File: src/rtl/tmrbank_pkg.sv
package tmrbank_pkg;
  localparam int CHAN_IDX_W  = 4;
  localparam int BITS_PER_CH = 4;
  localparam int BIT_EN      = 0;
  localparam int BIT_EXT     = 1;
  localparam int BIT_OVF     = 2;
  localparam int BIT_PULSE   = 3;

  typedef enum logic [1:0] {
    WIN_COUNT   = 2'd0,
    WIN_RELOAD  = 2'd1,
    WIN_MATCH_A = 2'd2,
    WIN_MATCH_B = 2'd3
  } winWord_e;

  typedef enum logic [1:0] {
    SH_CTRL   = 2'd0,
    SH_STATUS = 2'd1,
    SH_LOCK   = 2'd2,
    SH_CLEAR  = 2'd3
  } sharedWord_e;

  typedef enum logic [1:0] {
    SEQ_IDLE = 2'd0,
    SEQ_CFG  = 2'd1,
    SEQ_EN   = 2'd2
  } seqPhase_e;

  // Decoded bus command handed from control to datapath
  typedef struct packed {
    logic                  chanHit;
    logic                  sharedHit;
    logic                  rd;
    logic                  wr;
    logic [CHAN_IDX_W-1:0] chan;
    winWord_e              word;
    sharedWord_e           sharedSel;
    logic [31:0]           data;
  } busCmd_t;
endpackage

File: src/rtl/tmrbank_ctrl.sv
module tmrbank_ctrl
  import tmrbank_pkg::*;
#(
  parameter int NUM_CH      = 8,
  parameter int LOW_WINDOWS = 3,
  parameter int PULSE_FIRST = 4,
  parameter int ADDR_W      = 12
) (
  input  logic                          clk,
  input  logic                          rstN,
  input  logic                          busRd,
  input  logic                          busWr,
  input  logic [ADDR_W-1:0]             busAddr,
  input  logic [3:0]                    busBe,
  input  logic [31:0]                   busWdata,
  output busCmd_t                       cmd,
  output logic [NUM_CH*BITS_PER_CH-1:0] ctrlWord,
  output logic                          unlocked
);
  localparam int CW    = NUM_CH * BITS_PER_CH;
  localparam int WIN_W = ADDR_W - 4;
  localparam logic [WIN_W-1:0] LOW_WIN = WIN_W'(LOW_WINDOWS);
  localparam logic [WIN_W-1:0] TOP_WIN = WIN_W'(NUM_CH);

  function automatic logic [CW-1:0] enPattern();
    logic [CW-1:0] p;
    p = '0;
    for (int c = 0; c < NUM_CH; c++) p[c*BITS_PER_CH+BIT_EN] = 1'b1;
    return p;
  endfunction

  function automatic logic [CW-1:0] writablePattern();
    logic [CW-1:0] p;
    p = '1;
    for (int c = 0; c < NUM_CH; c++)
      if (c < PULSE_FIRST) p[c*BITS_PER_CH+BIT_PULSE] = 1'b0;
    return p;
  endfunction

  localparam logic [CW-1:0] EN_BITS  = enPattern();
  localparam logic [CW-1:0] WR_MASK  = writablePattern();

  logic [WIN_W-1:0]      win;
  logic                  fullWord;
  logic                  chanHitC;
  logic                  sharedHitC;
  logic [CHAN_IDX_W-1:0] chanIdxC;
  sharedWord_e           sharedSelC;

  assign win        = busAddr[ADDR_W-1:4];
  assign sharedSelC = sharedWord_e'(busAddr[3:2]);

  always_comb begin
    fullWord   = (busBe == 4'hF) && (busAddr[1:0] == 2'b00);
    chanHitC   = 1'b0;
    sharedHitC = 1'b0;
    chanIdxC   = '0;
    if (fullWord) begin
      if (win < LOW_WIN) begin
        chanHitC = 1'b1;
        chanIdxC = CHAN_IDX_W'(win);
      end else if (win == LOW_WIN) begin
        sharedHitC = 1'b1;
      end else if (win <= TOP_WIN) begin
        chanHitC = 1'b1;
        chanIdxC = CHAN_IDX_W'(win - 1'b1);
      end
    end
  end

  always_comb begin
    cmd           = '0;
    cmd.chanHit   = chanHitC;
    cmd.sharedHit = sharedHitC;
    cmd.rd        = busRd;
    cmd.wr        = busWr;
    cmd.chan      = chanIdxC;
    cmd.word      = winWord_e'(busAddr[3:2]);
    cmd.sharedSel = sharedSelC;
    cmd.data      = busWdata;
  end

  // Control word sequencer: disable, then configure, then enable
  logic          ctrlWrHit;
  logic          clrWrHit;
  logic          lockWrHit;
  logic          startSeq;
  logic [CW-1:0] startTarget;
  logic [CW-1:0] target;
  seqPhase_e     phase;

  assign ctrlWrHit = busWr && sharedHitC && (sharedSelC == SH_CTRL);
  assign clrWrHit  = busWr && sharedHitC && (sharedSelC == SH_CLEAR);
  assign lockWrHit = busWr && sharedHitC && (sharedSelC == SH_LOCK);
  assign startSeq  = ctrlWrHit || (clrWrHit && unlocked);

  always_comb begin
    if (ctrlWrHit) startTarget = busWdata[CW-1:0] & WR_MASK;
    else           startTarget = ctrlWord & ~busWdata[CW-1:0];
  end

  always_ff @(posedge clk) begin
    if (!rstN) begin
      ctrlWord <= '0;
      target   <= '0;
      phase    <= SEQ_IDLE;
      unlocked <= 1'b0;
    end else begin
      if (startSeq) begin
        ctrlWord <= ctrlWord & ~(EN_BITS & ~startTarget);
        target   <= startTarget;
        phase    <= SEQ_CFG;
      end else begin
        case (phase)
          SEQ_CFG: begin
            ctrlWord <= (ctrlWord & EN_BITS) | (target & ~EN_BITS);
            phase    <= SEQ_EN;
          end
          SEQ_EN: begin
            ctrlWord <= target;
            phase    <= SEQ_IDLE;
          end
          default: phase <= SEQ_IDLE;
        endcase
      end
      if (lockWrHit) begin
        if (busWdata[8:1] == 8'hAE)      unlocked <= 1'b1;
        else if (busWdata[8:1] == 8'hEA) unlocked <= 1'b0;
      end
    end
  end

  AST_EN_RISE_LAST: assert property (@(posedge clk) disable iff (!rstN)
    (phase != SEQ_EN) |=> ((ctrlWord & EN_BITS & ~$past(ctrlWord)) == '0))
    else $error("enable rose outside the final step");

  AST_CFG_MIDDLE_ONLY: assert property (@(posedge clk) disable iff (!rstN)
    (phase != SEQ_CFG) |=> ((ctrlWord & ~EN_BITS) == ($past(ctrlWord) & ~EN_BITS)))
    else $error("configuration bits moved outside the middle step");

  AST_LOCKED_CLEAR_NOP: assert property (@(posedge clk) disable iff (!rstN)
    (clrWrHit && !unlocked && phase == SEQ_IDLE) |=> $stable(ctrlWord))
    else $error("clear port acted while locked");

  AST_PARTIAL_WRITE_NOP: assert property (@(posedge clk) disable iff (!rstN)
    (busWr && busBe != 4'hF && phase == SEQ_IDLE) |=> ($stable(ctrlWord) && $stable(unlocked)))
    else $error("partial write changed shared state");
endmodule

File: src/rtl/tmrbank_datapath.sv
module tmrbank_datapath
  import tmrbank_pkg::*;
#(
  parameter int NUM_CH = 8
) (
  input  logic                          clk,
  input  logic                          rstN,
  input  busCmd_t                       cmd,
  input  logic [NUM_CH*BITS_PER_CH-1:0] ctrlWord,
  input  logic                          unlocked,
  input  logic [NUM_CH*32-1:0]          chanCount,
  input  logic [NUM_CH-1:0]             chanIrqEvt,
  output logic [31:0]                   busRdata,
  output logic [NUM_CH*32-1:0]          chanReload,
  output logic [NUM_CH*32-1:0]          chanMatchA,
  output logic [NUM_CH*32-1:0]          chanMatchB,
  output logic [NUM_CH-1:0]             chanLoad,
  output logic [31:0]                   chanLoadVal
);
  localparam int IDX_W = (NUM_CH > 1) ? $clog2(NUM_CH) : 1;

  logic [NUM_CH-1:0][31:0] reloadQ;
  logic [NUM_CH-1:0][31:0] matchAQ;
  logic [NUM_CH-1:0][31:0] matchBQ;
  logic [NUM_CH-1:0][31:0] countView;
  logic [NUM_CH-1:0]       loadQ;
  logic [31:0]             loadValQ;
  logic [NUM_CH-1:0]       irqSts;
  logic [IDX_W-1:0]        idx;
  logic                    chanWr;
  logic                    stsWr;

  assign idx       = cmd.chan[IDX_W-1:0];
  assign chanWr    = cmd.chanHit && cmd.wr;
  assign stsWr     = cmd.sharedHit && cmd.wr && (cmd.sharedSel == SH_STATUS);
  assign countView = chanCount;

  always_ff @(posedge clk) begin
    if (!rstN) begin
      reloadQ  <= '0;
      matchAQ  <= '0;
      matchBQ  <= '0;
      loadQ    <= '0;
      loadValQ <= '0;
      irqSts   <= '0;
    end else begin
      loadQ <= '0;
      if (chanWr) begin
        case (cmd.word)
          WIN_COUNT: begin
            loadQ[idx] <= 1'b1;
            loadValQ   <= cmd.data;
          end
          WIN_RELOAD:  reloadQ[idx] <= cmd.data;
          WIN_MATCH_A: matchAQ[idx] <= cmd.data;
          default:     matchBQ[idx] <= cmd.data;
        endcase
      end
      irqSts <= (stsWr ? (irqSts & cmd.data[NUM_CH-1:0]) : irqSts) | chanIrqEvt;
    end
  end

  assign chanReload  = reloadQ;
  assign chanMatchA  = matchAQ;
  assign chanMatchB  = matchBQ;
  assign chanLoad    = loadQ;
  assign chanLoadVal = loadValQ;

  always_comb begin
    busRdata = '0;
    if (cmd.rd && cmd.chanHit) begin
      case (cmd.word)
        WIN_COUNT:   busRdata = countView[idx];
        WIN_RELOAD:  busRdata = reloadQ[idx];
        WIN_MATCH_A: busRdata = matchAQ[idx];
        default:     busRdata = matchBQ[idx];
      endcase
    end else if (cmd.rd && cmd.sharedHit) begin
      case (cmd.sharedSel)
        SH_CTRL:   busRdata = 32'(ctrlWord);
        SH_STATUS: busRdata = 32'(irqSts);
        SH_LOCK:   busRdata = {31'b0, unlocked};
        default:   busRdata = '0;
      endcase
    end
  end

  AST_STICKY_SET: assert property (@(posedge clk) disable iff (!rstN)
    (|chanIrqEvt) |=> ((~irqSts & $past(chanIrqEvt)) == '0))
    else $error("interrupt event lost");

  AST_STATUS_SOURCE: assert property (@(posedge clk) disable iff (!rstN)
    (irqSts & ~$past(irqSts) & ~$past(chanIrqEvt)) == '0)
    else $error("status bit set without an event");

  AST_LOAD_SINGLE: assert property (@(posedge clk) disable iff (!rstN)
    $onehot0(chanLoad))
    else $error("more than one load strobe");
endmodule

File: src/rtl/tmrbank_top.sv
module tmrbank_top
  import tmrbank_pkg::*;
#(
  parameter int NUM_CH      = 8,
  parameter int LOW_WINDOWS = 3,
  parameter int PULSE_FIRST = 4,
  parameter int ADDR_W      = 12
) (
  input  logic                 clk,
  input  logic                 rstN,
  input  logic                 busRd,
  input  logic                 busWr,
  input  logic [ADDR_W-1:0]    busAddr,
  input  logic [3:0]           busBe,
  input  logic [31:0]          busWdata,
  output logic [31:0]          busRdata,
  input  logic [NUM_CH*32-1:0] chanCount,
  input  logic [NUM_CH-1:0]    chanIrqEvt,
  output logic [NUM_CH-1:0]    chanEnable,
  output logic [NUM_CH-1:0]    chanExtClk,
  output logic [NUM_CH-1:0]    chanOvfIrq,
  output logic [NUM_CH-1:0]    chanPulse,
  output logic [NUM_CH*32-1:0] chanReload,
  output logic [NUM_CH*32-1:0] chanMatchA,
  output logic [NUM_CH*32-1:0] chanMatchB,
  output logic [NUM_CH-1:0]    chanLoad,
  output logic [31:0]          chanLoadVal
);
  localparam int CW = NUM_CH * BITS_PER_CH;

  busCmd_t       cmd;
  logic [CW-1:0] ctrlWord;
  logic          unlocked;

  tmrbank_ctrl #(
    .NUM_CH(NUM_CH), .LOW_WINDOWS(LOW_WINDOWS),
    .PULSE_FIRST(PULSE_FIRST), .ADDR_W(ADDR_W)
  ) ctrl_i (
    .clk(clk), .rstN(rstN), .busRd(busRd), .busWr(busWr),
    .busAddr(busAddr), .busBe(busBe), .busWdata(busWdata),
    .cmd(cmd), .ctrlWord(ctrlWord), .unlocked(unlocked)
  );

  tmrbank_datapath #(.NUM_CH(NUM_CH)) dp_i (
    .clk(clk), .rstN(rstN), .cmd(cmd), .ctrlWord(ctrlWord),
    .unlocked(unlocked), .chanCount(chanCount), .chanIrqEvt(chanIrqEvt),
    .busRdata(busRdata), .chanReload(chanReload), .chanMatchA(chanMatchA),
    .chanMatchB(chanMatchB), .chanLoad(chanLoad), .chanLoadVal(chanLoadVal)
  );

  for (genvar c = 0; c < NUM_CH; c++) begin : g_fanout
    assign chanEnable[c] = ctrlWord[c*BITS_PER_CH+BIT_EN];
    assign chanExtClk[c] = ctrlWord[c*BITS_PER_CH+BIT_EXT];
    assign chanOvfIrq[c] = ctrlWord[c*BITS_PER_CH+BIT_OVF];
    assign chanPulse[c]  = ctrlWord[c*BITS_PER_CH+BIT_PULSE];
  end
endmodule

File: config.mk
export PLATFORM = sky130hd
export DESIGN_NAME = tmrbank_top
export DESIGN_NICKNAME = d
export VERILOG_FILES = /design/src/rtl/tmrbank_pkg.sv /design/src/rtl/tmrbank_ctrl.sv /design/src/rtl/tmrbank_datapath.sv /design/src/rtl/tmrbank_top.sv
export SDC_FILE = /design/constraint.sdc
export NUM_CORES = 2
export LEC_CHECK = 0
export BUFFER_PORTS_ARGS = -buffer_cell sky130_fd_sc_hd__buf_2
export CAP_MARGIN = 20
export CORE_AREA = 2 2 457 459
export CTS_CLUSTER_SIZE = 16
export DETAILED_ROUTE_END_ITERATION = 6
export DIE_AREA = 0 0 459 461
export GPL_TIMING_DRIVEN = 0
export PLACE_DENSITY = 0.46
export SLEW_MARGIN = 20
export SYNTH_ARGS = -nofsm -noshare
export SYNTH_HDL_FRONTEND = slang
export SYNTH_SLANG_ARGS = --single-unit
File: constraint.sdc
create_clock -name clk -period 9.3 [get_ports clk]
set_input_delay 1.86 -clock clk [delete_from_list [all_inputs] [get_ports clk]]
set_output_delay 1.86 -clock clk [all_outputs]
set_load 0.05 [all_outputs]
-- Word-level counts from Yosys, hierarchy flattened
Cells that the tools add are included.
- add/subtract/negate cells: 1
- order comparisons: 4
- bitwise logic cells: 10
- reductions and logical operators: 24
- mux-type cells: 38
- eq/ne operators: 9
- operator list (operator ; count):
    $bwmux 256 ; 3
    $bmux 32 s3 ; 4
    $mux 32 ; 9
    $pmux 32 s3 ; 2
    $demux 32 s3 ; 1
    $and 32x32->32 ; 2
    $pmux 32 s2 ; 1
    $not 29->32 ; 1
    $not 32->32 ; 1
    $or 29x32->32 ; 1
    $not 29->29 ; 1
    $eq 8x8->1 const B ; 2
    $mux 3 ; 4
    $logic_and 1x1->1 ; 11
    $mux 1 ; 11
    $reduce_and 2->1 ; 5
    $and 8x8->8 ; 1
    $eq 8x2->1 const B ; 1
    $le 8x4->1 const B ; 1
    $lt 8x2->1 const B ; 1
    $mux 8 ; 1
    $or 8x8->8 ; 1
    $eq 2x2->1 const B ; 3
    $eq 2x1->1 const B ; 2
    14 further kinds ; 16
- bits of input ports: 316
- word-level logic and storage cells: 118
- register bits after elaboration: 883
- output and inout port bits: 872

-- Longest topological paths before layout
- depth in word-level cells: 11
- depth in mapped cells: 16
- mapped depth without buffers: 11

-- Cells and area by module
From an unflattened synthesis, not the netlist that was laid out.
- cell total of the unflattened synthesis: 5230
- area, all modules: 43128.9 um^2
- modules (own cells, without submodules) (module ; cells an instance ; area an instance (um^2) ; seq. area each (um^2) ; times used):
    tmrbank_datapath ; 4767 ; 39325.2 ; 16335.7 ; 1
    tmrbank_ctrl ; 463 ; 3803.6 ; 1341.3 ; 1

-- Worst setup path after synthesis
Ideal clock, no wire load.
- kind: in2out
- start point: in busAddr[11]
- end point: out busRdata[5]
- required time: 7440 ps
- path slack: 1849 ps
- buffers on the path: 5
- stages on the path: 14
- data arrival time: 5591 ps
- cells stage by stage: or4_1 > buf_2 > or4_1 > buf_6 > nor2_4 > and3_1 > buf_2 > buf_4 > buf_2 > o22ai_1 > nor2_1 > o21a_1 > a211oi_1 > o31ai_1
- cells in the longest elaborated chain, start to end: 9
- elaborated cells on any way between the ends: 27
- classes of those cells: order compare: 2; eq/ne: 1; mux: 22; reduce/logical: 2
- ends and longest elaborated chain (item ; line ; text):
    start, declared ; tmrbank_top.sv:13 ; input logic [ADDR_W-1:0] busAddr,
    $le 8x4->1 ; tmrbank_ctrl.sv:64 ; end else if (win <= TOP_WIN) begin
    $mux 3 ; tmrbank_ctrl.sv:64 ;
    $mux 3 ; tmrbank_ctrl.sv:62 ; end else if (win == LOW_WIN) begin
    $mux 3 ; tmrbank_ctrl.sv:59 ; if (win < LOW_WIN) begin
    $mux 3 ; tmrbank_ctrl.sv:58 ; if (fullWord) begin
    $bmux 32 s3 (on tied branches) ; n/a ;
    $mux 32 (on tied branches) ; n/a ;
    $pmux 32 s3 ; tmrbank_datapath.sv:72 ; case (cmd.word)
    $mux 32 (*) ; tmrbank_datapath.sv:71 ; if (cmd.rd && cmd.chanHit) begin
    end, declared ; tmrbank_top.sv:16 ; output logic [31:0] busRdata,
Every way passes the cells marked *; elsewhere a longest branch is shown, timed or not. The select of a mux whose other input is x is not followed.

-- Worst setup path after layout
- start point: in busAddr[11]
- end point: out busRdata[13]
The elaborated chain is that of the path after synthesis.

==> summary.txt <==
Outcome
  • Status: finished with violations
  • Failing checks: setup timing

Floorplanning
  • Initial Utilization: 20.02%
  • Row count: 167
  • Die Y: 461 um
  • Boundary Pins: roughly 1200
  • DIE WIDTH: around 460 um
  • CORE AREA: 206400 sq um
  • Die ar.: 211600 sq um

Routing
  • DR DRC count: 0
  • Routed Wire Length: ~450000 um
  • Routed vias/inst: 5.582
  • Routed wire per std cell: 47.01 um
  • DRT Pass-1 Iters: 6
  • Number of routed nets with antenna violations: 0
  • Via count: 53870
  • Drt initial violations: 8463

Clock tree
  • CTS tree: built
  • CTS clk-pin slew, worst paths: around 0.06 ns
  • CTS max path bufs: 3
  • Sink Count: a little under 900
  • Root buffer cell: clkbuf_16
  • Clk_lat worst skew: 0.81 ns
  • Num CTS Buffers: 110
  • H-Tree Depth: 3
  • Hold_buf cts: 0

Setup path
  • Slowest stage cell, crit path: or4_1
  • Most common cell on crit path: buf_2
  • CP startpoint kind: input pin
  • Worst R2R Start: ctrl_i.unlocked$_SDFFE_PN0P_
  • CP delay by family, top: buffers and inverters
  • Cells on worst reg2reg path: 8
  • CP Max Fanout: 10
  • Crit path kind: in -> out
  • CP Data Arrival Time: 7.70 ns
  • R2R Path End: ctrl_i.ctrlWord[5]$_SDFFE_PN0P_
  • WP buf/inv: 8
  • CP endpoint kind: primary output
  • Crit path required time: 7.44 ns
  • Flop-to-flop setup slack: 6.79 ns
  • Critical Path, Cell by Cell: buf_2 -> or4_1 -> buf_2 -> or4_1 -> buf_6 -> nor2_4 -> and3_1 -> buf_2 -> buf_4 -> buf_4 -> buf_4 -> o21ai_0 -> a211oi_2 -> o21ai_0 -> a21oi_2 -> buf_2
  • Crit-path max cell delay: 0.64 ns

GRT
  • Largest net degree at the start of global routing: 15
  • Tot GR Track Use: 40.98%
  • Initial antenna violation count: 102
  • First-pass GRT wire length: around 560000 um
  • Global route total overflow: 0
  • Vias in the first global route: 48570

Layout
  • Share of cells above drive strength 1: between 20% and 30%
  • Commonest non-fill, non-tap cell in the layout: nand2_1
  • Nets@finish: 7130
  • Most frequent cells in the layout: nand2_1, buf_2, dfxtp_1
  • Area grow syn2layout: 37.27%

Pwr
  • Peak supply drop: 0.1349 mV
  • PnR Total Power: between 9000 and 10000 uW
  • Static Leak: 0.02212 uW
  • Pwr dens: 168.6 nW/um^2

Logic synthesis
  • Distinct cells, synth: 71
  • Synth Cell Area: 41320 sq um
  • Yosys reg bits: 883
  • Mapped Cells: 5449
  • EDFF count, synth: 0
  • Post-synth ARST share: 0%
  • Syn nets: roughly 5800
  • Avg Synthesized Cell Area: 7.584 sq um
  • Post-synth top flop: dfxtp_1
  • Synth warn: 0
  • Register area share after synthesis: between 40% and 50%

STA
  • Final-report hold violation count: 0
  • Max Clk Rate: between 100 and 150 MHz
  • Slew HR: 7.767%
  • Period utilization: 102.8%
  • Clock skew: 0.01593 ns
  • Final WS setup: -0.2632 ns
  • Final Setup Violations: 14
  • Max Slew Vio Count: 0
  • Slew @ Worst Pin: 1.378 ns
  • Hold Worst Slack: 0.4632 ns
  • RSZ-0062 raised after global routing: true
  • Final min period: 9.563 ns

Hold path
  • Hold/Removal Path Class: reg -> reg
  • WHS Endpoint: ctrl_i.ctrlWord[6]$_SDFFE_PN0P_
  • Worst Min Path Start: ctrl_i.target[6]$_SDFFE_PN0P_
  • Worst hold path depth: 2

Place
  • IO Port Bufs: 1160
  • Final HPWL DP: about 370000 um
  • Gp weighted congestion: 1.030

Run
  • Max_cap viols: 0
-- report_power, final --
group	internal, uW	switching [uW]
sequential	3780	2.23
combinational	229	719
clock	2800	2020
total	6820	2750
-- cell families after synthesis --
group                    Yosys count  synth area share (%)
multiplexers                      73                 1.820
flip-flops                       883                 42.78
XOR/XNOR                           8                0.1696
buffers and inverters            519                 5.053
adder cells (fa/ha/maj)            5                0.1514
AO/OA/AOI/OAI                   1536                 26.71
AND/OR/NAND/NOR                 2425                 23.32
-- metal layers --
layer / wire length (um) / track usage (%) / up-vias
li1: - / - / 21350
met1: 166900 / 47.95 / 26680
met2: 186400 / 59.73 / 4671
met3: 59190 / 16.47 / 1130
met4: 40970 / 31.08 / 42
met5: 288 / 0 / -
-- sequential cells by signal, indices dropped and copies added, names as in the netlist --
name / cells
ctrl_i.unlocked: 1
dp_i.chanMatchA: 256
ctrl_i.ctrlWord: 32
dp_i.irqSts: 8
ctrl_i.target: 32
dp_i.chanMatchB: 256
dp_i.chanLoadVal: 32
dp_i.chanLoad: 8
ctrl_i.phase: 2
dp_i.chanReload: 256
-- cell usage after synthesis (all sizes together), types with 11 or more instances --
| cell type | instances | area (sq um) |
|---|---|---|
| nor2 | 146 | 568.0 |
| nor3 | 56 | 311.6 |
| a22oi | 41 | 307.8 |
| buf | 96 | 499.2 |
| o211ai | 50 | 375.4 |
| clkbuf | 419 | 1574 |
| o211a | 28 | 280.3 |
| mux2i | 59 | 594.3 |
| nand3 | 93 | 480.5 |
| a221oi | 30 | 262.8 |
| o21a | 23 | 172.7 |
| nor4 | 17 | 151.4 |
| o221ai | 50 | 437.9 |
| o21ai | 125 | 625.6 |
| dfxtp | 883 | 17680 |
| a21boi | 828 | 6216 |
| a31oi | 44 | 275.3 |
| a32o | 11 | 110.1 |
| a21oi | 117 | 585.6 |
| nor2b | 11 | 68.82 |
| o22ai | 106 | 663.1 |
| a211oi | 23 | 172.7 |
| mux2 | 14 | 157.7 |
| nand2 | 2048 | 7695 |
-- repair_timing --
item | CTS | global route
pin swaps | 4 | 2
setup endpoints to repair | 30 | 15
buffers inserted | 8 | 2
gates resized for setup | 52 | 6
-- worst max-delay path by stage --
stage / start / to / slack, ns / depth (start not counted)
2_1_floorplan: busAddr[11] / busRdata[5] / 1.85 / 14
3_3_place_gp: busAddr[4] / busRdata[7] / -3.32 / 14
3_5_place_dp: busAddr[11] / busRdata[11] / -1.11 / 13
4_1_cts: busAddr[11] / busRdata[18] / -0.04 / 14
5_1_grt: busAddr[4] / busRdata[15] / -0.01 / 16
6_report: busAddr[11] / busRdata[13] / -0.26 / 16
-- area by class of cell --
type / instances / area [sq um]
inverter: 4 / 15.01
clock inverter: 38 / 510.5
antenna: 45 / 112.6
buffer: 515 / 2291
fill: 22840 / 149700
timing repair buffer: 1248 / 7460
sequential: 883 / 17680
clock buffer: 167 / 3383
multi-input combinational: 4047 / 21890
tap: 2704 / 3383
-- worst min-delay path, stage by stage, from the launching register on --
cell and delay (ns):
dfxtp_1 0.31, nand2_1 0.05, a21boi_0 0.06
-- per-stage QoR --
stage	TNS, ns	area (sq um)	worst slack, ns	instances	util, %
floorplan	0	41320	1.849	5449	-
global placement	-73.47	50510	-3.319	9313	24.47
detailed placement	-13.76	52420	-1.111	9391	25.39
CTS	-0.03516	56570	-0.03516	9604	27.40
global route	-0.01054	56620	-0.01054	9611	27.43
finish	-1.707	56720	-0.2632	9651	27.48
Power figures use the tool's default switching activity.
